`src/rtl/uhr_pkg.sv`:
```
package uhr_pkg;
   localparam int unsigned REG_DW = 8;
   localparam logic [2:0] OFS_DATA = 3'd0;
   localparam logic [2:0] OFS_IER  = 3'd1;
   localparam logic [2:0] OFS_IIR  = 3'd2;
   localparam logic [2:0] OFS_LCR  = 3'd3;
   localparam logic [2:0] OFS_MCR  = 3'd4;
   localparam logic [2:0] OFS_LSR  = 3'd5;
   localparam logic [2:0] OFS_MSR  = 3'd6;
   localparam logic [2:0] OFS_SCR  = 3'd7;

   typedef enum logic [2:0] {
      IID_MS   = 3'b000,
      IID_THRE = 3'b001,
      IID_RX   = 3'b010,
      IID_LS   = 3'b011,
      IID_TO   = 3'b110
   } iid_e;
endpackage

```
`src/rtl/uhr_lsr_track.sv`:
```
module uhr_lsr_track #(
   parameter int unsigned NFLAG = 4
) (
   input  logic             clk,
   input  logic             rst_n,
   input  logic [NFLAG-1:0] ev,
   input  logic             clr,
   output logic [NFLAG-1:0] flags
);
   always_ff @(posedge clk) begin
      if (!rst_n) flags <= '0;
      else        flags <= (clr ? '0 : flags) | ev;
   end

   // a status read with no coincident event leaves no flag set
   assert_lsr_rdclr_R5: assert property (@(posedge clk) disable iff (!rst_n)
      (clr && ev == '0) |=> (flags == '0));
   // without a read, flags only accumulate
   assert_lsr_sticky_R5: assert property (@(posedge clk) disable iff (!rst_n)
      (!clr) |=> ((flags & $past(flags)) == $past(flags)));
endmodule

```
`src/rtl/uhr_msr_track.sv`:
```
module uhr_msr_track #(
   parameter int unsigned NLINE = 4,
   parameter bit          RI_TRAILING = 1'b1
) (
   input  logic             clk,
   input  logic             rst_n,
   input  logic [NLINE-1:0] lines_in,
   input  logic             clr,
   output logic [NLINE-1:0] lines_q,
   output logic [NLINE-1:0] delta
);
   localparam int unsigned RI_BIT = 2;
   logic [NLINE-1:0] chg;

   if (NLINE != 4) begin : g_bad_nline
      $error("uhr_msr_track expects exactly four modem lines");
   end

   if (RI_TRAILING) begin : g_ri_trail
      always_comb begin
         chg = lines_q ^ lines_in;
         chg[RI_BIT] = lines_q[RI_BIT] & ~lines_in[RI_BIT];
      end
   end else begin : g_ri_any
      assign chg = lines_q ^ lines_in;
   end

   always_ff @(posedge clk) begin
      if (!rst_n) begin
         lines_q <= '0;
         delta   <= '0;
      end else begin
         lines_q <= lines_in;
         delta   <= (clr ? '0 : delta) | chg;
      end
   end

   // reading with steady lines empties the change flags
   assert_msr_rdclr_R6: assert property (@(posedge clk) disable iff (!rst_n)
      (clr && lines_in == lines_q) |=> (delta == '0));
endmodule

```
`src/rtl/uhr_irq_prio.sv`:
```
module uhr_irq_prio
   import uhr_pkg::*;
(
   input  logic [3:0] ier,
   input  logic       ls_any,
   input  logic       rx_ready,
   input  logic       rx_timeout,
   input  logic       thre_pend,
   input  logic       ms_any,
   output logic       pend,
   output iid_e       iid
);
   always_comb begin
      pend = 1'b1;
      iid  = IID_MS;
      if (ier[2] && ls_any)          iid = IID_LS;
      else if (ier[0] && rx_ready)   iid = rx_timeout ? IID_TO : IID_RX;
      else if (ier[1] && thre_pend)  iid = IID_THRE;
      else if (ier[3] && ms_any)     iid = IID_MS;
      else                           pend = 1'b0;
   end
endmodule

```
`src/rtl/uhr_host_regs.sv`:
```
module uhr_host_regs
   import uhr_pkg::*;
#(
   parameter logic [7:0]  SCR_INIT       = 8'hFF,
   parameter int unsigned MCR_W          = 5,
   parameter bit          RI_TRAILING    = 1'b1,
   parameter bit          IRQ_REGISTERED = 1'b0
) (
   input  logic             clk,
   input  logic             rst_n,
   input  logic             sel,
   input  logic [2:0]       addr,
   input  logic             wr_en,
   input  logic             rd_en,
   input  logic [7:0]       wdata,
   output logic [7:0]       rdata,
   input  logic [7:0]       rx_data,
   output logic             rbr_rd,
   output logic [7:0]       thr_data,
   output logic             thr_wr,
   input  logic             rx_ready,
   input  logic             rx_timeout,
   input  logic             ev_overrun,
   input  logic             ev_parity,
   input  logic             ev_framing,
   input  logic             ev_break,
   input  logic             rx_fifo_err,
   input  logic             tx_load,
   input  logic             tx_idle,
   input  logic [3:0]       modem_lines,
   output logic [7:0]       lcr_q,
   output logic [MCR_W-1:0] mcr_q,
   output logic [7:0]       fcr_q,
   output logic [15:0]      divisor,
   output logic             irq_out
);
   localparam int unsigned NLS      = 4;
   localparam int unsigned NMS      = 4;
   localparam int unsigned DLAB_BIT = REG_DW - 1;
   localparam int unsigned IRQ_GATE = 3;

   if (MCR_W < IRQ_GATE + 1 || MCR_W > REG_DW) begin : g_bad_mcr
      $error("MCR_W must cover the interrupt gate bit and fit one byte");
   end

   logic [3:0]       ier;
   logic [7:0]       dll, dlm, scr;
   logic             thr_empty, thre_pend;
   logic [NLS-1:0]   ls_flags;
   logic [NMS-1:0]   ms_lines, ms_delta;
   logic             pend;
   iid_e             iid;

   wire dlab   = lcr_q[DLAB_BIT];
   wire wr_hit = sel & wr_en;
   wire rd_hit = sel & rd_en;
   wire ier_wr = wr_hit && addr == OFS_IER && !dlab;
   wire lsr_rd = rd_hit && addr == OFS_LSR;
   wire msr_rd = rd_hit && addr == OFS_MSR;
   wire iir_rd = rd_hit && addr == OFS_IIR;

   assign thr_wr   = wr_hit && addr == OFS_DATA && !dlab;
   assign rbr_rd   = rd_hit && addr == OFS_DATA && !dlab;
   assign thr_data = wdata;
   assign divisor  = {dlm, dll};

   // configuration registers
   always_ff @(posedge clk) begin
      if (!rst_n) begin
         ier   <= '0;
         lcr_q <= '0;
         mcr_q <= '0;
         fcr_q <= '0;
         scr   <= SCR_INIT;
         dll   <= '0;
         dlm   <= '0;
      end else if (wr_hit) begin
         case (addr)
            OFS_DATA: if (dlab) dll <= wdata;
            OFS_IER:  if (dlab) dlm <= wdata; else ier <= wdata[3:0];
            OFS_IIR:  fcr_q <= wdata;
            OFS_LCR:  lcr_q <= wdata;
            OFS_MCR:  mcr_q <= wdata[MCR_W-1:0];
            OFS_SCR:  scr   <= wdata;
            default:  ;
         endcase
      end
   end

   // holding register state and its interrupt
   always_ff @(posedge clk) begin
      if (!rst_n) begin
         thr_empty <= 1'b1;
         thre_pend <= 1'b0;
      end else begin
         if (thr_wr)       thr_empty <= 1'b0;
         else if (tx_load) thr_empty <= 1'b1;

         if (thr_wr)
            thre_pend <= 1'b0;
         else if (tx_load || (ier_wr && wdata[1] && !ier[1] && thr_empty))
            thre_pend <= 1'b1;
         else if (iir_rd && pend && iid == IID_THRE)
            thre_pend <= 1'b0;
      end
   end

   uhr_lsr_track #(.NFLAG(NLS)) u_lsr (
      .clk   (clk),
      .rst_n (rst_n),
      .ev    ({ev_break, ev_framing, ev_parity, ev_overrun}),
      .clr   (lsr_rd),
      .flags (ls_flags)
   );

   uhr_msr_track #(.NLINE(NMS), .RI_TRAILING(RI_TRAILING)) u_msr (
      .clk      (clk),
      .rst_n    (rst_n),
      .lines_in (modem_lines),
      .clr      (msr_rd),
      .lines_q  (ms_lines),
      .delta    (ms_delta)
   );

   uhr_irq_prio u_prio (
      .ier        (ier),
      .ls_any     (|ls_flags),
      .rx_ready   (rx_ready),
      .rx_timeout (rx_timeout),
      .thre_pend  (thre_pend),
      .ms_any     (|ms_delta),
      .pend       (pend),
      .iid        (iid)
   );

   // read multiplexer
   always_comb begin
      case (addr)
         OFS_DATA: rdata = dlab ? dll : rx_data;
         OFS_IER:  rdata = dlab ? dlm : {4'b0000, ier};
         OFS_IIR:  rdata = {fcr_q[0], fcr_q[0], 2'b00, iid, ~pend};
         OFS_LCR:  rdata = lcr_q;
         OFS_MCR:  rdata = 8'(mcr_q);
         OFS_LSR:  rdata = {rx_fifo_err, thr_empty & tx_idle, thr_empty,
                            ls_flags, rx_ready};
         OFS_MSR:  rdata = {ms_lines, ms_delta};
         default:  rdata = scr;
      endcase
   end

   if (IRQ_REGISTERED) begin : g_irq_ff
      logic irq_q;
      always_ff @(posedge clk) begin
         if (!rst_n) irq_q <= 1'b0;
         else        irq_q <= mcr_q[IRQ_GATE] & pend;
      end
      assign irq_out = irq_q;
   end else begin : g_irq_comb
      assign irq_out = mcr_q[IRQ_GATE] & pend;
      // a raised line always has an enabled source behind it
      assert_irq_has_src_R10: assert property (@(posedge clk) disable iff (!rst_n)
         irq_out |-> (ier != 4'b0000));
   end

   // a transmit write always leaves the holding-empty interrupt cleared
   assert_thre_wrclr_R9: assert property (@(posedge clk) disable iff (!rst_n)
      thr_wr |=> !thre_pend);
   // divisor-mode writes at offset 1 never alter the enables
   assert_dlab_ier_hold_R3: assert property (@(posedge clk) disable iff (!rst_n)
      (wr_hit && addr == OFS_IER && dlab) |=> $stable(ier));
   // a transmit strobe implies a receive strobe is absent
   assert_strobe_excl_R2: assert property (@(posedge clk) disable iff (!rst_n)
      thr_wr |-> !rbr_rd);
endmodule

```
`config.mk`:
```
export PLATFORM = sky130hd
export DESIGN_NAME = uhr_host_regs
export DESIGN_NICKNAME = d
export VERILOG_FILES = /design/src/rtl/uhr_pkg.sv /design/src/rtl/uhr_lsr_track.sv /design/src/rtl/uhr_msr_track.sv /design/src/rtl/uhr_irq_prio.sv /design/src/rtl/uhr_host_regs.sv
export SDC_FILE = /design/constraint.sdc
export NUM_CORES = 1
export LEC_CHECK = 0
export BUFFER_PORTS_ARGS = -buffer_cell sky130_fd_sc_hd__buf_2
export CAP_MARGIN = 20
export CORE_MARGIN = 2
export CORE_UTILIZATION = 43
export CTS_BUF_LIST = sky130_fd_sc_hd__clkbuf_2 sky130_fd_sc_hd__clkbuf_4 sky130_fd_sc_hd__clkbuf_8
export DETAILED_ROUTE_END_ITERATION = 8
export GPL_ROUTABILITY_DRIVEN = 0
export PLACE_DENSITY = 0.68
export SLEW_MARGIN = 5
export SYNTH_ARGS = -nofsm -noshare
export SYNTH_HDL_FRONTEND = slang
export SYNTH_SLANG_ARGS = --single-unit
```
`constraint.sdc`:
```
create_clock -name clk -period 2.3 [get_ports clk]
set_input_delay 0.115 -clock clk [delete_from_list [all_inputs] [get_ports clk]]
set_output_delay 0.115 -clock clk [all_outputs]
set_load 0.1 [all_outputs]
```
==> impl_metrics.toml <==
[run_status]
status = "finished, final reports clean"

[clock_network]
clkTransAtPathRegs_ps = 70
numCtsBuffers = 9
htreeDepth = 3
insertion_delay_ps = 340
post_cts_buffers = 0
cts_tree = "done"
cts_root_buffer = "clkbuf_8"
cts_sinks = 63
cts.path.max_buffers = 2

[final_layout]
fin_cells = 538
final_util_pct = 56.8
drive_gt1_share_pct = 35.1
nets = 471
antennaDiodeCount = 0
area_growth_pct = 28.1

[logic_synthesis]
synth_flop_cell = "dfxtp_1"
yosysTopAreaCellShare_pct = 39.2
synthTopCellsByArea = "dfxtp_1 (39%), mux2i_1 (16%), nor2b_1 (10%)"
synth_area_per_cell_um2 = 9.24
syn_nets = 385
yosysSeqAreaShare_pct = 39.2
synth_top_area_cell = "dfxtp_1"
synth_most_common_cell = "dfxtp_1"
synth_area_um2 = 3220
yosys.cell_types.count = 49
synth-async-reset-ratio_pct = 0
yosysWarningCount = 0
synth_cells = 348
synth-edff-count = 0
synthTopCellsByCount = "dfxtp_1 (63), mux2i_1 (52), nor2b_1 (52)"
synth.ff_latch_count = 63

[setup_path]
crit_arrival_ps = 2110
slowest_stage = "dfxtp_4"
critPathMaxStageDelay_ps = 510
crit_chain = "or2_1 -> o32a_1 -> o31ai_1 -> o32a_2 -> buf_12"
worstSetupStartpointType = "flip-flop"
crit_family = "compound AO/OA/AOI/OAI gates"
cp.required_ps = 2180
worstSetupPathType = "reg2out"
cp-end-kind = "primary output"
crit_buf_inv = 1
crit_path_max_fanout = 17

[route]
num_vias = 2873
drc = 0
ant_nets = 0
totalWireLength_mm = 9.22
via_per_inst = 5.34
firstDrtPassIters = 4
wl_per_cell_um = 17.1
drt_iter0_markers = 211

[pwr]
powerDensity_nw_per_um2 = 651
leakage_nw = 1.75
power.total_mw = 2.68
max-vdd-ir-drop_v = 0.000330

[sta]
setup_viol = 0
timing.fmax_mhz = 449
skew_ps = 9.21
finalHoldViolCount = 0
fin_crit_sh_pct = 96.8
grt_setup_unrepaired = "no"
finalCriticalPeriod_ps = 2230
layout_setup_ws_ps = 74.1
slew_headroom_pct = 58.0
tightest_slew_ps = 630
slew_violations = 0

[global_routing]
track_usage_pct = 23.1
antenna_found_initial = 0
globalRoute.totalOverflow = 0
first_global_vias = 2691
grt_pass1_wl_mm = 14.9
grt_max_degree = 38

[hold_path]
worstHoldPathType = "in2reg"

[floorplanning]
dieArea_um2 = 8190
core-area_um2 = 7250
ios = 93
die_width_um = 90.5
initial_core_util_pct = 44.4
rows = 31
die_h_um = 90.5

[placement]
post-place-cells = 519
dp_hpwl_mm = 6.72
portBuffers = 92
dp_worst_setup_slack_ps = 378

[flow_run]
cap_viol_max_count = 0
## worst reg2reg max path: cells and delay by family, from the launching register on
| family | cells | cell delay, ps |
|---|---|---|
| muxes | 1 | 190 |
| DFF | 1 | 510 |
| buffers and inverters | 1 | 260 |
| and+or+nand+nor | 3 | 720 |
## metrics by stage
stage          TNS (ps)  hold WS (ps)  cell area (um2)
3_3_place_gp          0           332             3870
6_report              0          6.48             4120
5_1_grt               0          7.05             4120
4_1_cts               0          5.78             4120
2_1_floorplan      -977           237             3340
3_5_place_dp          0           348             3870
## report_power, final
part           switching [mW]  internal (mW)
Sequential             0.0241           1.12
Combinational           0.356          0.147
Clock                   0.426          0.614
Total                   0.807           1.88
## cell families (layout without fill, tap and decap cells)
family | count (synthesis) | in the layout | share of synthesized area, %
mux | 59 | 59 | 19.0
buf+inv | 31 | 122 | 5.13
compound gates | 47 | 47 | 9.57
simple gates | 145 | 145 | 26.3
flops | 63 | 63 | 39.2
xor+xnor | 3 | 3 | 0.817
## final timing paths
kind	depth (start not counted)	endpoint	slack, ps	startpoint
worst max register to register	5	dll[2]	520	lcr_q[7]
worst max-delay path	5	rdata[0]	70	lcr_q[7]
worst min-delay path	3	u_lsr.flags[3]	6	ev_break
worst min register to register	2	scr[0]	480	scr[0]
## cells in the final DEF, fill, tap and decap left out, drive strengths merged, types with 10 or more instances in the layout
cell type  synthesis  final
mux2i             52     52
nor2b             52     52
nor2              12     12
a21oi             12     12
buf               20    101
clkbuf            10     15
nand3             16     16
dfxtp             63     63
o21ai             10     10
nand2             34     34
## registers in the layout, indices dropped and copies added (netlist names), 4 cells and up
name           flops
dlm                8
u_msr.lines_q      4
lcr_q              8
scr                8
mcr_q              5
u_lsr.flags        4
fcr_q              8
ier                4
dll                8
u_msr.delta        4
## layout make-up
cell class | instances | area, um2
fillers | 694 | 3130
multi-input cells | 254 | 1890
flip-flops and latches | 63 | 1270
repair buffers | 105 | 613
clock buffers | 14 | 180
well taps | 99 | 124
clock inverters | 2 | 37.5
inverters | 1 | 3.75
## what timing repair did
item	4_1_cts	5_1_grt
gates resized for setup	0	1
endpoints found under the setup margin	0	1
endpoints found under the hold margin	3	0
hold buffers	3	0
## per-layer routing
metal / part of all wire, % / vias to the layer above / global-route usage, %
met2: 45 / 112 / 34.5
li1: - / 1387 / -
met3: 5.9 / 10 / 4.92
met4: 1.5 / 0 / 6.67
met1: 47 / 1364 / 33.3
met5: 0 / - / 0
(Power assumes the default switching activity.)
